[src/rtl/gtmr_pkg.sv]
package gtmr_pkg;
   typedef enum logic [1:0] {
      GSRC_PIN   = 2'd0,
      GSRC_WRAP  = 2'd1,
      GSRC_MATCH = 2'd2,
      GSRC_WDT   = 2'd3
   } gate_src_e;
endpackage

[src/rtl/gtmr_prescaler.sv]
module gtmr_prescaler #(
   parameter int SEL_W = 2,
   localparam int PCNT_W = (1 << SEL_W) - 1
) (
   input  logic             clk,
   input  logic             rst_n,
   input  logic             tick_i,
   input  logic [SEL_W-1:0] sel_i,
   input  logic             clr_i,
   output logic             pulse_o
);
   logic [PCNT_W-1:0] pcnt;
   logic [PCNT_W-1:0] last;

   always_comb begin
      last    = PCNT_W'((1 << sel_i) - 1);
      pulse_o = tick_i && !clr_i && (pcnt == last);
   end

   always_ff @(posedge clk or negedge rst_n) begin
      if (!rst_n)       pcnt <= '0;
      else if (clr_i)   pcnt <= '0;
      else if (pulse_o) pcnt <= '0;
      else if (tick_i)  pcnt <= pcnt + 1'b1;
   end
endmodule

[src/rtl/gtmr_gate.sv]
module gtmr_gate
   import gtmr_pkg::*;
#(
   parameter int SYNC_STAGES = 2
) (
   input  logic      clk,
   input  logic      rst_n,
   input  logic      en_i,
   input  logic      pol_i,
   input  gate_src_e src_i,
   input  logic      pin_i,
   input  logic      wrap_i,
   input  logic      match_i,
   input  logic      wdt_i,
   output logic      allow_o
);
   logic [SYNC_STAGES-1:0] sync_q;
   logic                   gate_lvl;

   generate
      for (genvar s = 0; s < SYNC_STAGES; s++) begin : g_sync
         always_ff @(posedge clk or negedge rst_n) begin
            if (!rst_n) sync_q[s] <= 1'b0;
            else if (s == 0) sync_q[s] <= pin_i;
            else sync_q[s] <= sync_q[(s == 0) ? 0 : s-1];
         end
      end
   endgenerate

   always_comb begin
      unique case (src_i)
         GSRC_PIN:   gate_lvl = sync_q[SYNC_STAGES-1];
         GSRC_WRAP:  gate_lvl = wrap_i;
         GSRC_MATCH: gate_lvl = match_i;
         default:    gate_lvl = wdt_i;
      endcase
      allow_o = !en_i || (gate_lvl == pol_i);
   end
endmodule

[src/rtl/gtmr_counter.sv]
module gtmr_counter #(
   parameter int BYTE_W = 8,
   parameter int LANES  = 2,
   localparam int CNT_W = BYTE_W * LANES
) (
   input  logic              clk,
   input  logic              rst_n,
   input  logic              inc_i,
   input  logic [LANES-1:0]  wr_i,
   input  logic [BYTE_W-1:0] wdata_i,
   input  logic              clr_i,
   output logic [CNT_W-1:0]  cnt_o,
   output logic              flag_o
);
   logic wrap;

   assign wrap = inc_i && !(|wr_i) && (&cnt_o);

   generate
      for (genvar l = 0; l < LANES; l++) begin : g_lane
         always_ff @(posedge clk or negedge rst_n) begin
            if (!rst_n)         cnt_o[l*BYTE_W +: BYTE_W] <= '0;
            else if (wr_i[l])   cnt_o[l*BYTE_W +: BYTE_W] <= wdata_i;
            else if (|wr_i)     cnt_o[l*BYTE_W +: BYTE_W] <= cnt_o[l*BYTE_W +: BYTE_W];
            else if (inc_i)     cnt_o[l*BYTE_W +: BYTE_W] <= BYTE_W'((cnt_o + 1'b1) >> (l*BYTE_W));
         end
      end
   endgenerate

   always_ff @(posedge clk or negedge rst_n) begin
      if (!rst_n)     flag_o <= 1'b0;
      else if (wrap)  flag_o <= 1'b1;
      else if (clr_i) flag_o <= 1'b0;
   end
endmodule

[src/rtl/gated_timer16.sv]
module gated_timer16
   import gtmr_pkg::*;
#(
   parameter int BYTE_W      = 8,
   parameter int CNT_W       = 16,
   parameter int SEL_W       = 2,
   parameter int SYNC_STAGES = 2,
   localparam int LANES      = CNT_W / BYTE_W
) (
   input  logic              clk,
   input  logic              rst_n,
   input  logic              tick_i,
   input  logic [SEL_W-1:0]  pre_sel_i,
   input  logic              gate_en_i,
   input  logic              gate_pol_i,
   input  logic [1:0]        gate_src_i,
   input  logic              gate_pin_i,
   input  logic              t0_wrap_i,
   input  logic              t2_match_i,
   input  logic              wdt_to_i,
   input  logic              wr_lo_i,
   input  logic              wr_hi_i,
   input  logic [BYTE_W-1:0] wdata_i,
   output logic [BYTE_W-1:0] cnt_lo_o,
   output logic [BYTE_W-1:0] cnt_hi_o,
   input  logic              flag_clr_i,
   output logic              ovf_flag_o
);
   generate
      if (LANES != 2)       begin : g_bad_lanes $error("CNT_W must be twice BYTE_W"); end
      if (SEL_W < 1)        begin : g_bad_sel   $error("SEL_W must be at least 1"); end
      if (SYNC_STAGES < 2)  begin : g_bad_sync  $error("SYNC_STAGES must be at least 2"); end
   endgenerate

   logic             pre_pulse;
   logic             allow;
   logic [LANES-1:0] wr_lane;
   logic [CNT_W-1:0] cnt;

   assign wr_lane = {wr_hi_i, wr_lo_i};

   gtmr_prescaler #(.SEL_W(SEL_W)) u_pre (
      .clk(clk), .rst_n(rst_n), .tick_i(tick_i), .sel_i(pre_sel_i),
      .clr_i(|wr_lane), .pulse_o(pre_pulse)
   );

   gtmr_gate #(.SYNC_STAGES(SYNC_STAGES)) u_gate (
      .clk(clk), .rst_n(rst_n), .en_i(gate_en_i), .pol_i(gate_pol_i),
      .src_i(gate_src_e'(gate_src_i)), .pin_i(gate_pin_i), .wrap_i(t0_wrap_i),
      .match_i(t2_match_i), .wdt_i(wdt_to_i), .allow_o(allow)
   );

   gtmr_counter #(.BYTE_W(BYTE_W), .LANES(LANES)) u_cnt (
      .clk(clk), .rst_n(rst_n), .inc_i(pre_pulse && allow), .wr_i(wr_lane),
      .wdata_i(wdata_i), .clr_i(flag_clr_i), .cnt_o(cnt), .flag_o(ovf_flag_o)
   );

   assign cnt_lo_o = cnt[BYTE_W-1:0];
   assign cnt_hi_o = cnt[CNT_W-1:BYTE_W];
endmodule

[config.mk]
export PLATFORM = sky130hd
export DESIGN_NAME = gated_timer16
export DESIGN_NICKNAME = d
export VERILOG_FILES = /design/src/rtl/gtmr_pkg.sv /design/src/rtl/gtmr_prescaler.sv /design/src/rtl/gtmr_gate.sv /design/src/rtl/gtmr_counter.sv /design/src/rtl/gated_timer16.sv
export SDC_FILE = /design/constraint.sdc
export NUM_CORES = 1
export LEC_CHECK = 0
export BUFFER_PORTS_ARGS = -buffer_cell sky130_fd_sc_hd__buf_2
export CORE_MARGIN = 2
export CORE_UTILIZATION = 45
export CTS_BUF_LIST = sky130_fd_sc_hd__clkbuf_16
export CTS_CLUSTER_DIAMETER = 120
export CTS_CLUSTER_SIZE = 30
export DETAILED_ROUTE_END_ITERATION = 10
export HOLD_SLACK_MARGIN = 0.12
export PLACE_DENSITY = 0.74
export SETUP_SLACK_MARGIN = 0.3
export SYNTH_ARGS = -nofsm -noshare
export SYNTH_HDL_FRONTEND = slang
export SYNTH_SLANG_ARGS = --single-unit
[constraint.sdc]
create_clock -name clk -period 3.45 [get_ports clk]
set_input_delay 0 -clock clk [delete_from_list [all_inputs] [get_ports clk]]
set_output_delay 0 -clock clk [all_outputs]
set_load 0.01 [all_outputs]
==> results_dict.tcl, run 1 <==
set metrics [dict create \
    met1_length_mm 1.52 \
    overflow 0 \
    hold_buffers 14 \
    clk_latency_ps 250 \
    crit_cells 6 \
    tightest_slew_ps 958 \
    route.vias.total 1328 \
    layout-drive-gt1-share_pct 29.1 \
    slowest_stage "or3_4" \
    ys.flop_type "dfrtp_1" \
    cts_resized 0 \
    cp_data_arrival_time_ps 2240 \
    ant_nets 0 \
    grt_pass1_wl_mm 6.00 \
    post_cts_buffers 0 \
    fillCellCount 258 \
    setup_violations 0 \
    syn_to_final_growth_pct 29.4 \
    startpoint "u_gate.sync_q[1]$_DFF_PN0_" \
    cts_tree "done" \
    core_area_sq_um 3000 \
    h-tree-depth 1 \
    peakVddDrop_mv 0.183 \
    rows 20 \
    synthTopCellsByCount "dfrtp_1, nand2_1, xnor2_1, nand3_1, o21ai_1" \
    start_util_pct 46.5 \
    cp_top_family "compound AO/OA/AOI/OAI gates" \
    vias_per_cell 5.72 \
    status "finished, final reports clean" \
    die_h_microns 59.7 \
    dp_slack_ps 1360 \
    clockRootBuffer "clkbuf_16" \
    synth-seq-cells 22 \
    async_flop_share_pct 100 \
    rr_worst_depth 6 \
    worstHoldStart "wr_hi_i" \
    fin_crit_sh_pct 61.2 \
    clock-sinks 22 \
    yosysMostFrequentCell "dfrtp_1" \
    cpPeakStageDelay_ps 540 \
    crit_buf_inv 0 \
    p_per_area_nw_per_um2 373 \
    leakagePower_uw 0.000731 \
    hold_violations 0 \
    post-route-cell-area_sq_um 1810 \
    fin_crit_ps 2110 \
    grt_antenna_before_repair 0 \
    r2r_slack_ps 1340 \
    grt_pass1_vias 1331 \
    dp_hpwl_mm 2.45 \
    place.gp.congestion 0.857 \
    placedInstanceArea_sq_um 1590 \
    mappedNetlistNets 175 \
    portBuffers 40 \
    synthCells 149 \
    routed_wl_mm 3.45 \
    synthTopCellsByArea "dfrtp_1, xnor2_1, nor4_2, nand2_1, nand3_1" \
    rsz0062_at_grt "false" \
    dp_cells 215 \
    synth_edf_count 0 \
    holdPathStages 3 \
    startpoint_type "register" \
    timing.rr.start "u_gate.sync_q[1]$_DFF_PN0_" \
    clock_path_buffers 2 \
    cp.required_ps 3580 \
    max_freq_mhz 474 \
    tns_ps 0 \
    drv_slew 0 \
    dr.pass1.iters 4 \
    yosys_warnings 0 \
    top_layer "met4" \
    synth.avg_cell_area_sq_um 9.37 \
    drt-initial-drc-count 51 \
    grt_start_max_net_pins 23 \
    seq_area_frac_synth_pct 39.4 \
    die-area_sq_um 3560 \
    fin_skew_ps 3.44 \
    synth.top_cell.area_share_pct 39.4 \
    fp.dieW_microns 59.7 \
    crit_fanout 16 \
    wl_met3_microns 176 \
    layout.cells.non_filler 232 \
    slew_headroom_pct 36.2 \
    pin_count 41 \
    cts_buffers 3 \
    synth.distinct_cells 37 \
    crit_path_end_kind "register" \
    routedWlPerCell_microns 14.9 \
    path_cells "mux2i_1 > xor2_1 > o221ai_2 > or3_4 > a221oi_1 > a21oi_1" \
    grt_usage_pct 21.9 \
    nNetsFinal 227 \
    netlist_area_sq_um 1400 \
    yosysTopAreaCell "dfrtp_1" \
    diodes 0 \
    hp-class "in -> reg" \
    path_class "reg -> reg" \
    setup_ws_ps 1340 \
    route.detailed.drc 0 \
    routed-wl-met2_mm 1.71 \
    path_clk_slew_ps 60 \
    cap_violations 0 \
]
-- cell families after synthesis --
group           after synthesis  synth area share (%)
compound gates               29                  12.3
xor+xnor                     16                  10.0
fa+ha+maj                     2                  1.79
buf+inv                      12                  4.66
flops                        22                  39.4
mux                           4                  2.96
simple gates                 64                  28.9
-- metrics by stage --
stage | power, uW | utilization (%) | hold slack (ps)
6_report | 674 | 60.2 | 150
5_1_grt | 710 | 60.2 | 178
3_5_place_dp | 426 | 53.0 | -3.14
4_1_cts | 677 | 60.2 | 145
2_1_floorplan | 377 | - | -296
3_3_place_gp | 422 | 53.0 | -16.4
-- layout by cell type, fill, tap and decap left out, types with 2 or more instances in the layout --
cell           count
nand2b_1           2
dlygate4sd3_1     14
ha_1               2
clkbuf_16          3
xnor2_1           12
nand3_1            8
nand4_1            5
and4_1             2
xor2_1             4
a21oi_1            6
o21ai_0            7
or4_1              2
inv_1              5
mux2i_1            3
a31oi_1            2
nor4_2             7
o31ai_1            2
nor2_1             6
nor4_1             4
buf_2             40
o21ai_1            8
dfrtp_1           22
nand2_1           20
-- worst min-delay path, delay by kind of cell --
family	cells	cell delay (ps)
buffers and inverters	1	210
AND/OR/NAND/NOR	1	90
AO/OA/AOI/OAI	1	50
-- where the power goes --
part           leakage [uW]  switching [uW]  internal [uW]  total (uW)
clock network     0.0000370            86.1            153         239
registers          0.000269            25.8            277         303
logic              0.000425            72.6           59.4         132
-- final timing paths --
kind	endpoint
worst max-delay path	u_cnt.cnt_o[9]$_DFFE_PN0P_
worst min-delay path	u_cnt.cnt_o[15]$_DFFE_PN0P_
worst max register to register	u_cnt.cnt_o[9]$_DFFE_PN0P_
worst min register to register	u_gate.sync_q[1]$_DFF_PN0_
max in group asynchronous	u_cnt.cnt_o[4]$_DFFE_PN0P_
min in group asynchronous	u_cnt.cnt_o[5]$_DFFE_PN0P_
-- per-layer routing --
layer / vias to the layer above / global-route usage [%]
li1: 639 / -
met1: 638 / 29.3
met2: 46 / 36.5
met3: 5 / 3.03
met4: 0 / 6.98
met5: - / 0
-- flip-flops by register name, summed over array words and instances, names as in the netlist --
name,flops
u_cnt.cnt_o,16
u_pre.pcnt,3
u_gate.sync_q,2
u_cnt.flag_o,1
-- area by class of cell --
class | count | area (sq um) | share of cell area [%]
timing repair buffer | 54 | 340 | 18.8
inverter | 5 | 18.8 | 1.04
clock buffer | 3 | 75.1 | 4.16
multi-input combinational | 115 | 781 | 43.2
sequential | 22 | 551 | 30.5
tap | 33 | 41.3 | 2.29
No activity file was read; power rests on OpenSTA's default activity.
==> run 2: changes to the inputs <==
==> constraint.sdc (replaced) <==
create_clock -name clk -period 2.05 [get_ports clk]
set_input_delay 0 -clock clk [delete_from_list [all_inputs] [get_ports clk]]
set_output_delay 0 -clock clk [all_outputs]
set_load 0.01 [all_outputs]
==> run 2 against run 1 <==
Effect of this change: power increased by 82%; critical path depth unchanged; global-route usage increased by 3.2 points; worst setup slack got worse by 1200 ps; clock-buffer cell count unchanged; sequential share of layout area decreased by 4.8 points; wire length increased by 26%; cell area increased by 19%; critical endpoint unchanged.
==> results_dict.tcl, run 2 (synthesis gave the netlist of run 1 again) <==
set metrics [dict create \
    slowest_stage "or3_4" \
    post-route-cell-area_sq_um 2150 \
    p_per_area_nw_per_um2 569 \
    largest_reg_flops 16 \
    cap_violations 0 \
    slew_headroom_pct 66.8 \
    final_common_cell "buf_2" \
    r2r-end "u_cnt.cnt_o[9]$_DFFE_PN0P_" \
    cts_tree "done" \
    routedWlPerCell_microns 17.0 \
    fp.dieW_microns 59.7 \
    peakVddDrop_mv 0.301 \
    route.detailed.drc 0 \
    fin_crit_ps 1870 \
    syn_to_final_growth_pct 54.1 \
    path_class "reg -> reg" \
    die-area_sq_um 3560 \
    startpoint_type "register" \
    rows 20 \
    start_util_pct 46.5 \
    pin_count 41 \
    clockRootBuffer "clkbuf_16" \
    route.vias.total 1485 \
    dp_hpwl_mm 2.52 \
    worstHoldStart "wr_hi_i" \
    clock-sinks 22 \
    hold_violations 0 \
    mostFrequentLayoutCells "buf_2, dfrtp_1, nand2_1" \
    fin_total_pwr_uw 1220 \
    tns_ps 0 \
    path_cells "mux2i_1 > xor2_1 > o221ai_4 > or3_4 > a221oi_2 > a21oi_1" \
    holdPathEnd "u_cnt.cnt_o[12]$_DFFE_PN0P_" \
    multi_input_area_sq_um 921 \
    routed_wl_mm 4.34 \
    place.gp.congestion 0.921 \
    r2r_slack_ps 180 \
    hp-class "in -> reg" \
    core_area_sq_um 3000 \
    grt_usage_pct 25.1 \
    crit_fanout 6 \
    dr.pass1.iters 4 \
    die_h_microns 59.7 \
    rr_worst_depth 6 \
    timing.rr.start "u_gate.sync_q[1]$_DFF_PN0_" \
    holdPathStages 3 \
    clock_path_buffers 2 \
    whs_ps 168 \
    grt_pass1_vias 1473 \
    drt-initial-drc-count 95 \
    grt_pass1_wl_mm 6.73 \
    placedInstanceArea_sq_um 1650 \
    cp.required_ps 2180 \
    status "finished, final reports clean" \
    fin_crit_sh_pct 91.1 \
    crit_path_end_kind "register" \
    register_area_sq_um 552 \
    grt_antenna_before_repair 0 \
    ant_nets 0 \
    final_core_util_pct 71.7 \
    cp_data_arrival_time_ps 1990 \
    path_clk_slew_ps 60 \
    overflow 0 \
    leakagePower_uw 0.000901 \
    nNetsFinal 251 \
    fillCellCount 202 \
    tightest_slew_ps 498 \
    regMostFlops "u_cnt.cnt_o" \
    grt_start_max_net_pins 23 \
    top_regs "u_cnt.cnt_o (16), u_pre.pcnt (3), u_gate.sync_q (2)" \
    h-tree-depth 1 \
    rsz0062_at_grt "true" \
    cpPeakStageDelay_ps 470 \
    setup_violations 0 \
    cts_buffers 3 \
    fin_skew_ps 3.58 \
    portBuffers 40 \
    max_freq_mhz 536 \
    layout-drive-gt1-share_pct 40.4 \
    vias_per_cell 5.80 \
    drv_slew 0 \
    diodes 0 \
    clk_latency_ps 250 \
]
==> run 2: final cells by class <==
class | instances | share of cell area [%]
clock buffer | 3 | 3.49
inverter | 5 | 0.872
multi-input combinational | 116 | 42.8
sequential | 22 | 25.6
tap | 33 | 1.92
timing repair buffer | 77 | 25.3
==> run 2: worst max-delay path by stage <==
stage / start / depth (start not counted) / slack (ps) / endpoint
after floorplan: u_pre.pcnt[1]$_DFFE_PN0P_ / 6 / 260 / u_cnt.cnt_o[9]$_DFFE_PN0P_
after global placement: u_pre.pcnt[1]$_DFFE_PN0P_ / 6 / 160 / u_cnt.cnt_o[9]$_DFFE_PN0P_
after detailed placement: u_pre.pcnt[1]$_DFFE_PN0P_ / 6 / 70 / u_cnt.cnt_o[9]$_DFFE_PN0P_
final: u_gate.sync_q[1]$_DFF_PN0_ / 6 / 180 / u_cnt.cnt_o[9]$_DFFE_PN0P_
after CTS: u_pre.pcnt[1]$_DFFE_PN0P_ / 6 / 160 / u_cnt.cnt_o[9]$_DFFE_PN0P_
after global routing: u_gate.sync_q[1]$_DFF_PN0_ / 6 / 110 / u_cnt.cnt_o[9]$_DFFE_PN0P_
==> run 2: metrics by stage <==
step | instances | setup slack, ps
2_1_floorplan | 149 | 259
3_3_place_gp | 221 | 159
3_5_place_dp | 221 | 74.9
4_1_cts | 251 | 163
5_1_grt | 256 | 112
6_report | 256 | 183
==> run 2: critical path: cells and delay by family (launching register included) <==
| family | cells | cell delay (ps) |
|---|---|---|
| AO/OA/AOI/OAI | 3 | 520 |
| AND/OR/NAND/NOR | 1 | 470 |
| flip-flops | 1 | 350 |
| XOR/XNOR | 1 | 260 |
| multiplexers | 1 | 150 |
==> run 2: metal layers <==
metal	vias up	global-route usage (%)	share of wire, %
met3	8	2.38	5.3
met1	728	30.7	38
met5	-	0	0
met4	0	9.84	1.9
met2	60	45.0	55
li1	689	-	-
==> run 2: power by group <==
group          leakage [uW]  internal, uW  switching [uW]
Combinational      0.000596           150             169
Clock             0.0000370           257             144
Sequential         0.000268           467            37.5
Total              0.000901           874             351
==> run 2: timing repair <==
item / 4_1_cts / 5_1_grt
gates resized for setup: 10 / 16
pin swaps: 7 / 11
cloned: 1 / 0
hold buffers: 17 / 0
hold endpoints to repair: 42 / 0
setup buffers: 9 / 5
endpoints found under the setup margin: 17 / 17
